`src/rtl/nic_pkg.sv`:
```
package nic_pkg;
  localparam int PRIO_W = 3;
  localparam int NCAS   = 2;
endpackage

```
`src/rtl/nic_req_latch.sv`:
```
module nic_req_latch #(
  parameter int NSRC = 4
) (
  input  logic            clk,
  input  logic            rst_n,
  input  logic [NSRC-1:0] irq_in,
  input  logic [NSRC-1:0] level,
  input  logic [NSRC-1:0] clr,
  output logic [NSRC-1:0] pend
);
  logic [NSRC-1:0] prev_q;

  always_ff @(posedge clk) begin
    if (!rst_n) begin
      prev_q <= '0;
      pend   <= '0;
    end else begin
      prev_q <= irq_in;
      for (int i = 0; i < NSRC; i++) begin
        if (level[i]) pend[i] <= irq_in[i];
        else          pend[i] <= (pend[i] & ~clr[i]) | (irq_in[i] & ~prev_q[i]);
      end
    end
  end
endmodule

```
`src/rtl/nic_resolver.sv`:
```
module nic_resolver import nic_pkg::*; #(
  parameter int NSRC = 4,
  localparam int IDW = (NSRC > 1) ? $clog2(NSRC) : 1
) (
  input  logic [NSRC-1:0]             pend,
  input  logic [NSRC-1:0]             isr,
  input  logic [NSRC-1:0]             mask,
  input  logic [NSRC-1:0]             sfn,
  input  logic [NSRC-1:0][PRIO_W-1:0] prio,
  output logic [NSRC-1:0]             elig,
  output logic                        any,
  output logic [IDW-1:0]              win
);
  for (genvar gi = 0; gi < NSRC; gi++) begin : g_src
    logic blk;
    always_comb begin
      blk = 1'b0;
      for (int j = 0; j < NSRC; j++) begin
        if (isr[j] && (j != gi || !sfn[gi]) && prio[j] <= prio[gi]) blk = 1'b1;
      end
      elig[gi] = pend[gi] & ~mask[gi] & ~blk;
    end
  end

  always_comb begin
    logic [PRIO_W-1:0] best;
    best = '1;
    any  = 1'b0;
    win  = '0;
    for (int i = 0; i < NSRC; i++) begin
      if (elig[i] && (!any || prio[i] < best)) begin
        any  = 1'b1;
        best = prio[i];
        win  = IDW'(i);
      end
    end
  end
endmodule

```
`src/rtl/nic_isr.sv`:
```
module nic_isr import nic_pkg::*; #(
  parameter int NSRC = 4,
  localparam int IDW = (NSRC > 1) ? $clog2(NSRC) : 1
) (
  input  logic                        clk,
  input  logic                        rst_n,
  input  logic [NSRC-1:0]             set_v,
  input  logic                        eoi_valid,
  input  logic                        eoi_specific,
  input  logic [IDW-1:0]              eoi_idx,
  input  logic [NSRC-1:0][PRIO_W-1:0] prio,
  output logic [NSRC-1:0]             isr_q
);
  logic [NSRC-1:0] clr_v;

  always_comb begin
    logic              found;
    logic [PRIO_W-1:0] best;
    logic [IDW-1:0]    top;
    found = 1'b0;
    best  = '1;
    top   = '0;
    for (int i = 0; i < NSRC; i++) begin
      if (isr_q[i] && (!found || prio[i] < best)) begin
        found = 1'b1;
        best  = prio[i];
        top   = IDW'(i);
      end
    end
    clr_v = '0;
    if (eoi_valid) begin
      if (eoi_specific) clr_v[eoi_idx] = 1'b1;
      else if (found)   clr_v[top]     = 1'b1;
    end
  end

  always_ff @(posedge clk) begin
    if (!rst_n) isr_q <= '0;
    else        isr_q <= (isr_q & ~clr_v) | set_v;
  end
endmodule

```
`src/rtl/nest_irq_ctrl.sv`:
```
module nest_irq_ctrl import nic_pkg::*; #(
  parameter int NSRC = 4,
  localparam int IDW = (NSRC > 1) ? $clog2(NSRC) : 1
) (
  input  logic              clk,
  input  logic              rst_n,
  input  logic [NSRC-1:0]   irq_in,
  input  logic              cfg_we,
  input  logic [IDW-1:0]    cfg_idx,
  input  logic              cfg_mask,
  input  logic              cfg_level,
  input  logic              cfg_sfn,
  input  logic              cfg_cascade,
  input  logic [PRIO_W-1:0] cfg_prio,
  input  logic              eoi_valid,
  input  logic              eoi_specific,
  input  logic [IDW-1:0]    eoi_idx,
  output logic              irq_valid,
  input  logic              irq_ready,
  output logic [IDW-1:0]    irq_id,
  output logic [NCAS-1:0]   cas_ack
);
  logic [NSRC-1:0]             mask_v, lvl_v, sfn_v;
  logic [NSRC-1:0][PRIO_W-1:0] prio_v;
  logic [NCAS-1:0]             casen_v;
  logic [NSRC-1:0]             pend, isr_q, elig, set_v;
  logic                        any, fire;
  logic [IDW-1:0]              win;

  assign fire = irq_valid & irq_ready;

  always_comb begin
    set_v = '0;
    if (fire) set_v[irq_id] = 1'b1;
  end

  // per-source configuration; override/cascade exist only on cascade-capable inputs
  for (genvar gi = 0; gi < NSRC; gi++) begin : g_cfg
    always_ff @(posedge clk) begin
      if (!rst_n) begin
        mask_v[gi] <= 1'b1;
        lvl_v[gi]  <= 1'b0;
        prio_v[gi] <= '0;
      end else if (cfg_we && cfg_idx == IDW'(gi)) begin
        mask_v[gi] <= cfg_mask;
        lvl_v[gi]  <= cfg_level;
        prio_v[gi] <= cfg_prio;
      end
    end
    if (gi < NCAS) begin : g_casc
      always_ff @(posedge clk) begin
        if (!rst_n) begin
          sfn_v[gi]   <= 1'b0;
          casen_v[gi] <= 1'b0;
        end else if (cfg_we && cfg_idx == IDW'(gi)) begin
          sfn_v[gi]   <= cfg_sfn;
          casen_v[gi] <= cfg_cascade;
        end
      end
      always_ff @(posedge clk) begin
        if (!rst_n) cas_ack[gi] <= 1'b0;
        else        cas_ack[gi] <= fire && irq_id == IDW'(gi) && casen_v[gi];
      end
    end else begin : g_plain
      assign sfn_v[gi] = 1'b0;
    end
  end

  nic_req_latch #(.NSRC(NSRC)) u_latch (
    .clk(clk), .rst_n(rst_n), .irq_in(irq_in), .level(lvl_v), .clr(set_v), .pend(pend)
  );

  nic_resolver #(.NSRC(NSRC)) u_res (
    .pend(pend), .isr(isr_q), .mask(mask_v), .sfn(sfn_v), .prio(prio_v),
    .elig(elig), .any(any), .win(win)
  );

  nic_isr #(.NSRC(NSRC)) u_isr (
    .clk(clk), .rst_n(rst_n), .set_v(set_v), .eoi_valid(eoi_valid),
    .eoi_specific(eoi_specific), .eoi_idx(eoi_idx), .prio(prio_v), .isr_q(isr_q)
  );

  always_ff @(posedge clk) begin
    if (!rst_n) begin
      irq_valid <= 1'b0;
      irq_id    <= '0;
    end else begin
      irq_valid <= fire ? 1'b0 : any;
      irq_id    <= win;
    end
  end
endmodule

```
`config.mk`:
```
export PLATFORM = sky130hd
export DESIGN_NAME = nest_irq_ctrl
export DESIGN_NICKNAME = d
export VERILOG_FILES = /design/src/rtl/nic_pkg.sv /design/src/rtl/nic_req_latch.sv /design/src/rtl/nic_resolver.sv /design/src/rtl/nic_isr.sv /design/src/rtl/nest_irq_ctrl.sv
export SDC_FILE = /design/constraint.sdc
export NUM_CORES = 1
export LEC_CHECK = 0
export ABC_CLOCK_PERIOD_IN_PS = 4700
export BUFFER_PORTS_ARGS = -buffer_cell sky130_fd_sc_hd__buf_2
export CELL_PAD_IN_SITES_DETAIL_PLACEMENT = 1
export CELL_PAD_IN_SITES_GLOBAL_PLACEMENT = 2
export CORE_ASPECT_RATIO = 0.7
export CORE_UTILIZATION = 33
export DETAILED_ROUTE_END_ITERATION = 10
export GPL_ROUTABILITY_DRIVEN = 0
export PLACE_DENSITY_LB_ADDON = 0.1
export SLEW_MARGIN = 10
export SYNTH_ARGS = -nofsm -noshare
export SYNTH_HDL_FRONTEND = slang
export SYNTH_HIERARCHICAL = 1
export SYNTH_SLANG_ARGS = --single-unit
```
`constraint.sdc`:
```
create_clock -name clk -period 4.7 [get_ports clk]
set_clock_uncertainty 0.15 [all_clocks]
set_input_delay 0.235 -clock clk [delete_from_list [all_inputs] [get_ports clk]]
set_output_delay 0.235 -clock clk [all_outputs]
set_load 0.02 [all_outputs]
```
==> run summary, run 1 <==
POWER AND IR DROP
----------------------------------------------------------------------------------------
Power per unit of standard cell area ......................................  225 nW/um^2
Switching power share of the total ........................................        26.8%
Clock network power share .................................................        42.5%
Flop pwr share ............................................................        39.4%
Post-layout total power ...................................................   0.000949 W
Leakage power figure ......................................................      1.90 nW
Highest ir drop seen on vdd ...............................................       124 uV
Internal power contribution ...............................................   0.000694 W
Switch Pwr ................................................................   0.000255 W
Part of the power in combinational logic ..................................        18.0%

YOSYS
----------------------------------------------------------------------------------------
Flops & latches, synth ....................................................           41
Sequential area share after synthesis .....................................        27.0%
Leading register cell type out of synthesis ...............................      dfxtp_1
Proportion of netlist area held by the largest area contributor ...........        27.0%
Synth area leaders ........................................................ dfxtp_1, ha_1, mux2i_1
Leading area contributor after synthesis ..................................      dfxtp_1
Mapped cell area ..........................................................    3050 um^2
Post-Synthesis Mean Instance Area .........................................    8.70 um^2
Cell variety after synth ..................................................           70
Syn Inst Count ............................................................          350
Count of warnings emitted by yosys ........................................            6
Number of flops mapped to enable cells by yosys ...........................            0
FFs w/ async S/R, synth ...................................................           0%

ROUTE
----------------------------------------------------------------------------------------
Iter 0 DRT Violations .....................................................          180
Met1 Wirelength ...........................................................      5.93 mm
Detailed route wirelength on metal3 .......................................       514 um
Number of detailed-route iterations in the first pass .....................            4
Avg WL per Cell ...........................................................      20.4 um
Total wirelength of the detailed-routed design ............................      11.5 mm
Vias per cell .............................................................         5.25
Number of vias in the routed layout .......................................         2963
Routed Antenna Nets .......................................................            0
Remaining design rule violation count .....................................            0
Highest routed metal layer ................................................         met4
Met2 WL post-DR ...........................................................      4.95 mm

FINAL LAYOUT
----------------------------------------------------------------------------------------
Synth-to-layout area growth ...............................................        38.6%
Non-filler instance count after layout ....................................          564
Post-layout nets ..........................................................          491
Share of final-layout standard cells stronger than drive strength 1 .......        35.8%
Post-route cell area ......................................................    4220 um^2
Diodes inserted ...........................................................            0

CTS
----------------------------------------------------------------------------------------
CTS buffer count ..........................................................            5
Skew-Pair Late Insertion Delay ............................................       290 ps
TritonCTS clock tree ......................................................          yes
Max clock buf depth .......................................................            2
Clock slew seen by the registers of the worst setup and hold paths ........        60 ps
CTS H-Tree Depth ..........................................................            2
Num Clock Sinks ...........................................................           41
Clock root cell ...........................................................    clkbuf_16

STA
----------------------------------------------------------------------------------------
Final Hold Violating Endpoints ............................................            0
Fin worst setup slack .....................................................     -42.5 ps
Highest clock rate ........................................................      211 MHz
Portion of the clock cycle consumed by the worst path in the final layout .         101%
Number of pins with negative max-slew slack in the final report ...........            0
Sum of negative setup slack ...............................................     -84.6 ps
Number of setup violations in the final report ............................            2
Unrepaired setup endpoints after global routing ...........................          yes
Worst-margin pin slew .....................................................       779 ps
Post-route minimum period .................................................      4740 ps
Worst relative slew slack .................................................        47.8%

GLOBAL ROUTE
----------------------------------------------------------------------------------------
Initial antenna violation count ...........................................            0
Maximum number of pins on one net before global-route repair ..............           34
Global routing usage summed across all routing layers .....................        24.7%
Via count of the first global-routing pass ................................         3048
Total global routing overflow .............................................            0
First-pass GRT wire length ................................................      17.1 mm

OUTCOME
----------------------------------------------------------------------------------------
Result of the run ......................................................... finished, violations left
Violations in the final reports ........................................... negative setup slack

WORST SETUP PATH
----------------------------------------------------------------------------------------
Arrival time at the worst endpoint ........................................      4820 ps
Crit. End Element .........................................................    flip-flop
Critical path class ....................................................... flip-flop to flip-flop
Critical path startpoint category .........................................    flip-flop
Critical path fanouts, max ................................................            4
Cell depth of the worst flop-to-flop path .................................           23
Data required time of the worst path ......................................      4780 ps

DIE
----------------------------------------------------------------------------------------
Starting density of the core ..............................................        35.1%
I/O pin total .............................................................           26
Die area ..................................................................    9620 um^2
Floorplan die width .......................................................       117 um
Core Rows .................................................................           28
Vertical die dimension ....................................................      82.4 um
Placeable core region .....................................................    8690 um^2

PLACE
----------------------------------------------------------------------------------------
Detailed placer's ending HPWL .............................................      8.53 mm
Total instance count after detailed placement .............................          530
Count of buffers inserted at the top-level ports ..........................           25
Total cell area at the placement stage ....................................    3570 um^2

HOLD PATH
----------------------------------------------------------------------------------------
Hold WC Path Type ......................................................... input pin to flip-flop
Worst hold stages .........................................................            2

JOB
----------------------------------------------------------------------------------------
Maxcap violations .........................................................            0

## path summary, 6_finish.rpt
path | start | to | slack (ps)
setup reg to reg | prio_v[0]$_SDFFE_PN0P_ | irq_id[1]$_SDFF_PN0_ | -40
hold / removal | irq_in[3] | u_latch/prev_q[3]$_SDFF_PN0_ | 20
setup / recovery | prio_v[0]$_SDFFE_PN0P_ | irq_id[1]$_SDFF_PN0_ | -40
hold reg to reg | casen_v[1]$_SDFFE_PN0P_ | cas_ack[1]$_SDFF_PN0_ | 300
## cell usage after synthesis (3+ instances only)
master,instances
a211o_1,3
nor3b_1,3
a21oi_1,6
nand2b_1,17
buf_6,3
maj3_2,3
nand2_1,38
nand4_1,7
nand3b_1,4
nor2_1,10
ha_1,27
mux2i_1,25
inv_1,29
a211oi_1,9
dfxtp_1,41
o211ai_1,4
and4bb_1,4
nor3_1,4
nand3_1,4
and2_1,7
nor2b_1,14
a21o_1,6
o21ai_0,22
## sequential cells by signal, summed over array words and instances (netlist names)
register	cells
irq_valid	1
lvl_v	4
u_latch/prev_q	4
casen_v	2
cas_ack	2
mask_v	4
irq_id	2
u_isr/isr_q	4
prio_v	12
u_latch/pend	4
sfn_v	2
## cell families after synthesis
| kind of cell | after synthesis | share of synthesized area (%) |
|---|---|---|
| flops | 41 | 27.0 |
| buf+inv | 37 | 5.55 |
| compound gates | 85 | 20.7 |
| other cells | 1 | 0.123 |
| simple gates | 128 | 25.0 |
| mux | 28 | 9.45 |
| fa+ha+maj | 30 | 12.2 |
## critical path: stages, from the launching register on
cell       delay (ps)
dfxtp_2           360
clkinv_4          100
ha_4              250
nand2b_4          130
a211oi_2          180
o2111a_1          240
nand2_2            90
nor2_4            100
ha_4              210
a21oi_4           190
nand3_2           120
nand2_2           120
o22ai_2            80
ha_1              310
a211o_1           310
a311oi_4          290
a22oi_2           130
buf_4             170
mux2_4            310
ha_4              170
a2111oi_4         280
inv_1              90
o211ai_1          160
and2_1            130
## layout by cell type (no fill, tap or decap), drive strengths merged, types with 7 or more instances in the layout
| cell | instances |
|---|---|
| o21ai | 25 |
| buf | 91 |
| and2 | 8 |
| a211oi | 10 |
| nand4 | 7 |
| nand2 | 38 |
| a21oi | 7 |
| inv | 30 |
| nor2b | 15 |
| nand2b | 17 |
| nor2 | 10 |
| mux2i | 25 |
| dfxtp | 41 |
| ha | 27 |
## metal layers
metal / up-vias / GRT usage, %
li1: 1470 / -
met1: 1437 / 35.9
met2: 47 / 38.6
met3: 9 / 3.58
met4: 0 / 5.19
met5: - / 0
## final cells by class
| class | count | area (um^2) |
|---|---|---|
| fillers | 1023 | 4470 |
| multi-input cells | 273 | 2320 |
| flip-flops and latches | 41 | 827 |
| repair buffers | 91 | 628 |
| well taps | 120 | 150 |
| clock buffers | 5 | 125 |
| inverters | 31 | 123 |
| clock inverters | 3 | 43.8 |
## power groups by stage
stage	Combinational [W]	Clock (W)	Sequential [W]
floorplan	0.0000817	0	0.000380
global placement	0.000136	0	0.000380
detailed placement	0.000141	0	0.000380
CTS	0.000158	0.000410	0.000374
global route	0.000185	0.000427	0.000375
finish	0.000171	0.000404	0.000374
## what timing repair did
item,in CTS,in global routing
setup endpoints to repair,2,5
gates resized for setup,29,25
buffers inserted,21,6
pin swaps,18,20
hold buffers,0,0
## stage by stage
stage                     hold WS, ps  utilization (%)  setup slack (ps)
after floorplan                   206                -              7.04
after detailed placement          300             41.1              -296
after global placement            295             41.1             -11.4
after global routing             27.7             48.6              -208
after CTS                        20.2             46.8              2.49
final                            19.6             48.6             -42.5
Note: power is estimated with default switching activity, not from simulation.
==> inputs of run 2 (changes only) <==
Settings changed: ABC_CLOCK_PERIOD_IN_PS 4700 to 5600, CORE_UTILIZATION 33 to 40, SKIP_CTS_REPAIR_TIMING set to 1.
Clock period 4.7 ns to 5.6 ns, I/O delays scaled along.
==> run summary, run 2 (same netlist as run 1, synthesis figures left out) <==
OUTCOME
----------------------------------------------------------------------------------------
Result of the run ......................................................... complete, no violations

WORST SETUP PATH
----------------------------------------------------------------------------------------
Source of the critical timing path ........................................ prio_v[0]$_SDFFE_PN0P_
Register-to-register setup slack ..........................................       370 ps   +410 ps
Worst reg2reg path endpoint ............................................... irq_id[1]$_SDFF_PN0_
Critical path startpoint category .........................................    flip-flop
Critical Path End ......................................................... irq_id[1]$_SDFF_PN0_
Crit. End Element .........................................................    flip-flop
Arrival time at the worst endpoint ........................................      5330 ps   +510 ps
Worst flop-to-flop path startpoint ........................................ prio_v[0]$_SDFFE_PN0P_
Data required time of the worst path ......................................      5700 ps   +920 ps
Critical path fanouts, max ................................................            5   +1
Critical path class ....................................................... flip-flop to flip-flop
Cell depth of the worst flop-to-flop path .................................           22   -4.3%

POWER AND IR DROP
----------------------------------------------------------------------------------------
Internal power contribution ...............................................   0.000437 W   -37%
Highest ir drop seen on vdd ...............................................       122 uV   -1.3%
Switching power share of the total ........................................        29.4%   +2.5 points
Part of the power in combinational logic ..................................        16.9%   -1.1 points
Flop pwr share ............................................................        50.9%   +12 points
Switch Pwr ................................................................   0.000182 W   -29%
Clock network power share .................................................        32.2%   -10 points
Leakage power figure ......................................................      1.54 nW   -19%
Power per unit of standard cell area ......................................  180 nW/um^2   -20%

STA
----------------------------------------------------------------------------------------
Worst relative slew slack .................................................        36.5%   -11 points
Final Hold Violating Endpoints ............................................            0   unchanged
Portion of the clock cycle consumed by the worst path in the final layout .        93.4%   -7.5 points
Sum of negative setup slack ...............................................         0 ps   +84.6 ps
Highest clock rate ........................................................      191 MHz   -9.3%
Worst-margin pin slew .....................................................       948 ps   +169 ps
Post-route minimum period .................................................      5230 ps   +486 ps
Number of pins with negative max-slew slack in the final report ...........            0   unchanged
Hold slack final ..........................................................      54.2 ps   +34.6 ps
Unrepaired setup endpoints after global routing ...........................           no
Fin worst setup slack .....................................................       371 ps   +414 ps
Number of setup violations in the final report ............................            0   -2

FINAL LAYOUT
----------------------------------------------------------------------------------------
Max reg flops .............................................................           12   unchanged
Post-route cell area ......................................................    3430 um^2   -19%
Register with the most flip-flops .........................................       prio_v
Most used cells in the layout excluding fill and tap cells ................ dfxtp_1, nand2_1, inv_1, ha_1
Most common library cell in the layout ignoring fill and taps .............      dfxtp_1
Share of final-layout standard cells stronger than drive strength 1 .......        17.6%   -18 points
Post-layout nets ..........................................................          438   -11%
Synth-to-layout area growth ...............................................        12.7%
Utilization after layout ..................................................        46.9%   -1.7 points
Diodes inserted ...........................................................            0   unchanged

DIE
----------------------------------------------------------------------------------------
Floorplan die width .......................................................       106 um   -9.0%
Starting density of the core ..............................................        41.6%   +6.6 points
Placeable core region .....................................................    7320 um^2   -16%
Core Rows .................................................................           26   -7.1%
Die area ..................................................................    7970 um^2   -17%
Vertical die dimension ....................................................      75.0 um   -8.9%
I/O pin total .............................................................           26   unchanged

GLOBAL ROUTE
----------------------------------------------------------------------------------------
Via count of the first global-routing pass ................................         2725   -11%
Total global routing overflow .............................................            0   unchanged
Initial antenna violation count ...........................................            0   unchanged
Global routing usage summed across all routing layers .....................        24.6%   -0.13 points
Maximum number of pins on one net before global-route repair ..............           47   +38%
First-pass GRT wire length ................................................      14.6 mm   -15%

ROUTE
----------------------------------------------------------------------------------------
Total wirelength of the detailed-routed design ............................      9.32 mm   -19%
Routed Antenna Nets .......................................................            0   unchanged
Iter 0 DRT Violations .....................................................          151   -16%
Number of vias in the routed layout .......................................         2754   -7.1%
Number of detailed-route iterations in the first pass .....................            4   unchanged
Remaining design rule violation count .....................................            0   unchanged
Vias per cell .............................................................         5.63   +7.2%
Avg WL per Cell ...........................................................      19.0 um   -6.5%

PLACE
----------------------------------------------------------------------------------------
Dpl ws ....................................................................       338 ps   +634 ps
Detailed placer's ending HPWL .............................................      7.37 mm   -14%
Total cell area at the placement stage ....................................    3340 um^2   -6.7%
Count of buffers inserted at the top-level ports ..........................           25   unchanged

JOB
----------------------------------------------------------------------------------------
Maxcap violations .........................................................            0   unchanged

CTS
----------------------------------------------------------------------------------------
CTS H-Tree Depth ..........................................................            2   unchanged
Max clock buf depth .......................................................            2   unchanged
TritonCTS clock tree ......................................................          yes
Skew-Pair Late Insertion Delay ............................................       310 ps   +20 ps
CTS buffer count ..........................................................            5   unchanged
Num Clock Sinks ...........................................................           41   unchanged
Clock slew seen by the registers of the worst setup and hold paths ........        90 ps   +30 ps
Clock root cell ...........................................................     clkbuf_8

HOLD PATH
----------------------------------------------------------------------------------------
Hold WC Path Type ......................................................... input pin to flip-flop

[run 2: cell types whose count changed in the layout (fill, tap and decap cells not counted), moves of 4 or more]
| cell | change |
|---|---|
| buf_4 | -51 |
| ha_1 | +10 |
| ha_4 | -9 |
| clkbuf_16 | -5 |
| clkbuf_8 | +5 |
| o21ai_2 | -5 |
| dfxtp_1 | +4 |
| dfxtp_2 | -4 |
| o21ai_0 | +4 |
[run 2: how the worst min path moves through the flow]
stage | slack (ps) | startpoint | depth (start not counted) | end
2_1_floorplan | 250 | eoi_valid | 1 | u_isr/isr_q[3]$_SDFF_PN0_
3_3_place_gp | 290 | casen_v[1]$_SDFFE_PN0P_ | 2 | cas_ack[1]$_SDFF_PN0_
3_5_place_dp | 290 | casen_v[1]$_SDFFE_PN0P_ | 2 | cas_ack[1]$_SDFF_PN0_
4_1_cts | 50 | irq_in[2] | 2 | u_latch/prev_q[2]$_SDFF_PN0_
5_1_grt | 60 | irq_in[0] | 2 | u_latch/prev_q[0]$_SDFF_PN0_
6_report | 50 | irq_in[0] | 2 | u_latch/prev_q[0]$_SDFF_PN0_
[run 2: metal layers]
layer	vias to the layer above	track usage [%]	routed length [um]
met5	-	0	0
met4	0	7.41	162
li1	1369	-	-
met1	1327	34.2	4800
met3	14	5.71	393
met2	44	38.1	3950
[run 2: critical path, cell delays in order (launching register included)]
cell and delay [ps]:
dfxtp_2 380, inv_1 140, ha_1 330, nand2b_1 150, a211oi_1 250, o2111a_1 270
nand2_1 130, nor2_1 120, ha_1 250, a21oi_2 190, nand3_2 120, nand2_1 110
o22ai_1 100, ha_1 340, a211o_1 270, a311oi_2 290, a22oi_2 130, mux2_1 340
ha_1 290, a2111oi_1 380, inv_1 100, o211ai_1 180, and2_1 140
[run 2: cell type report]
cell class                      count  area (um^2)
Tap cell                           98          123
Sequential cell                    41          822
Multi-Input combinational cell    273         2060
Inverter                           31          118
Clock inverter                      2         15.0
Timing Repair Buffer               38          223
Clock buffer                        6         72.6
Fill cell                         896         3890
[run 2: power by group through the flow]
stage	logic [W]	clock network, W	registers [W]
floorplan	0.0000684	0	0.000319
detailed placement	0.000104	0	0.000321
global placement	0.000101	0	0.000321
finish	0.000105	0.000199	0.000315
CTS	0.000104	0.000204	0.000314
global route	0.000116	0.000217	0.000316
[run 2: metrics by stage]
| step | power (W) | cells |
|---|---|---|
| 6_report | 0.000618 | 489 |
| 5_1_grt | 0.000649 | 489 |
| 4_1_cts | 0.000623 | 488 |
| 3_5_place_dp | 0.000425 | 480 |
| 3_3_place_gp | 0.000422 | 480 |
| 2_1_floorplan | 0.000388 | 351 |
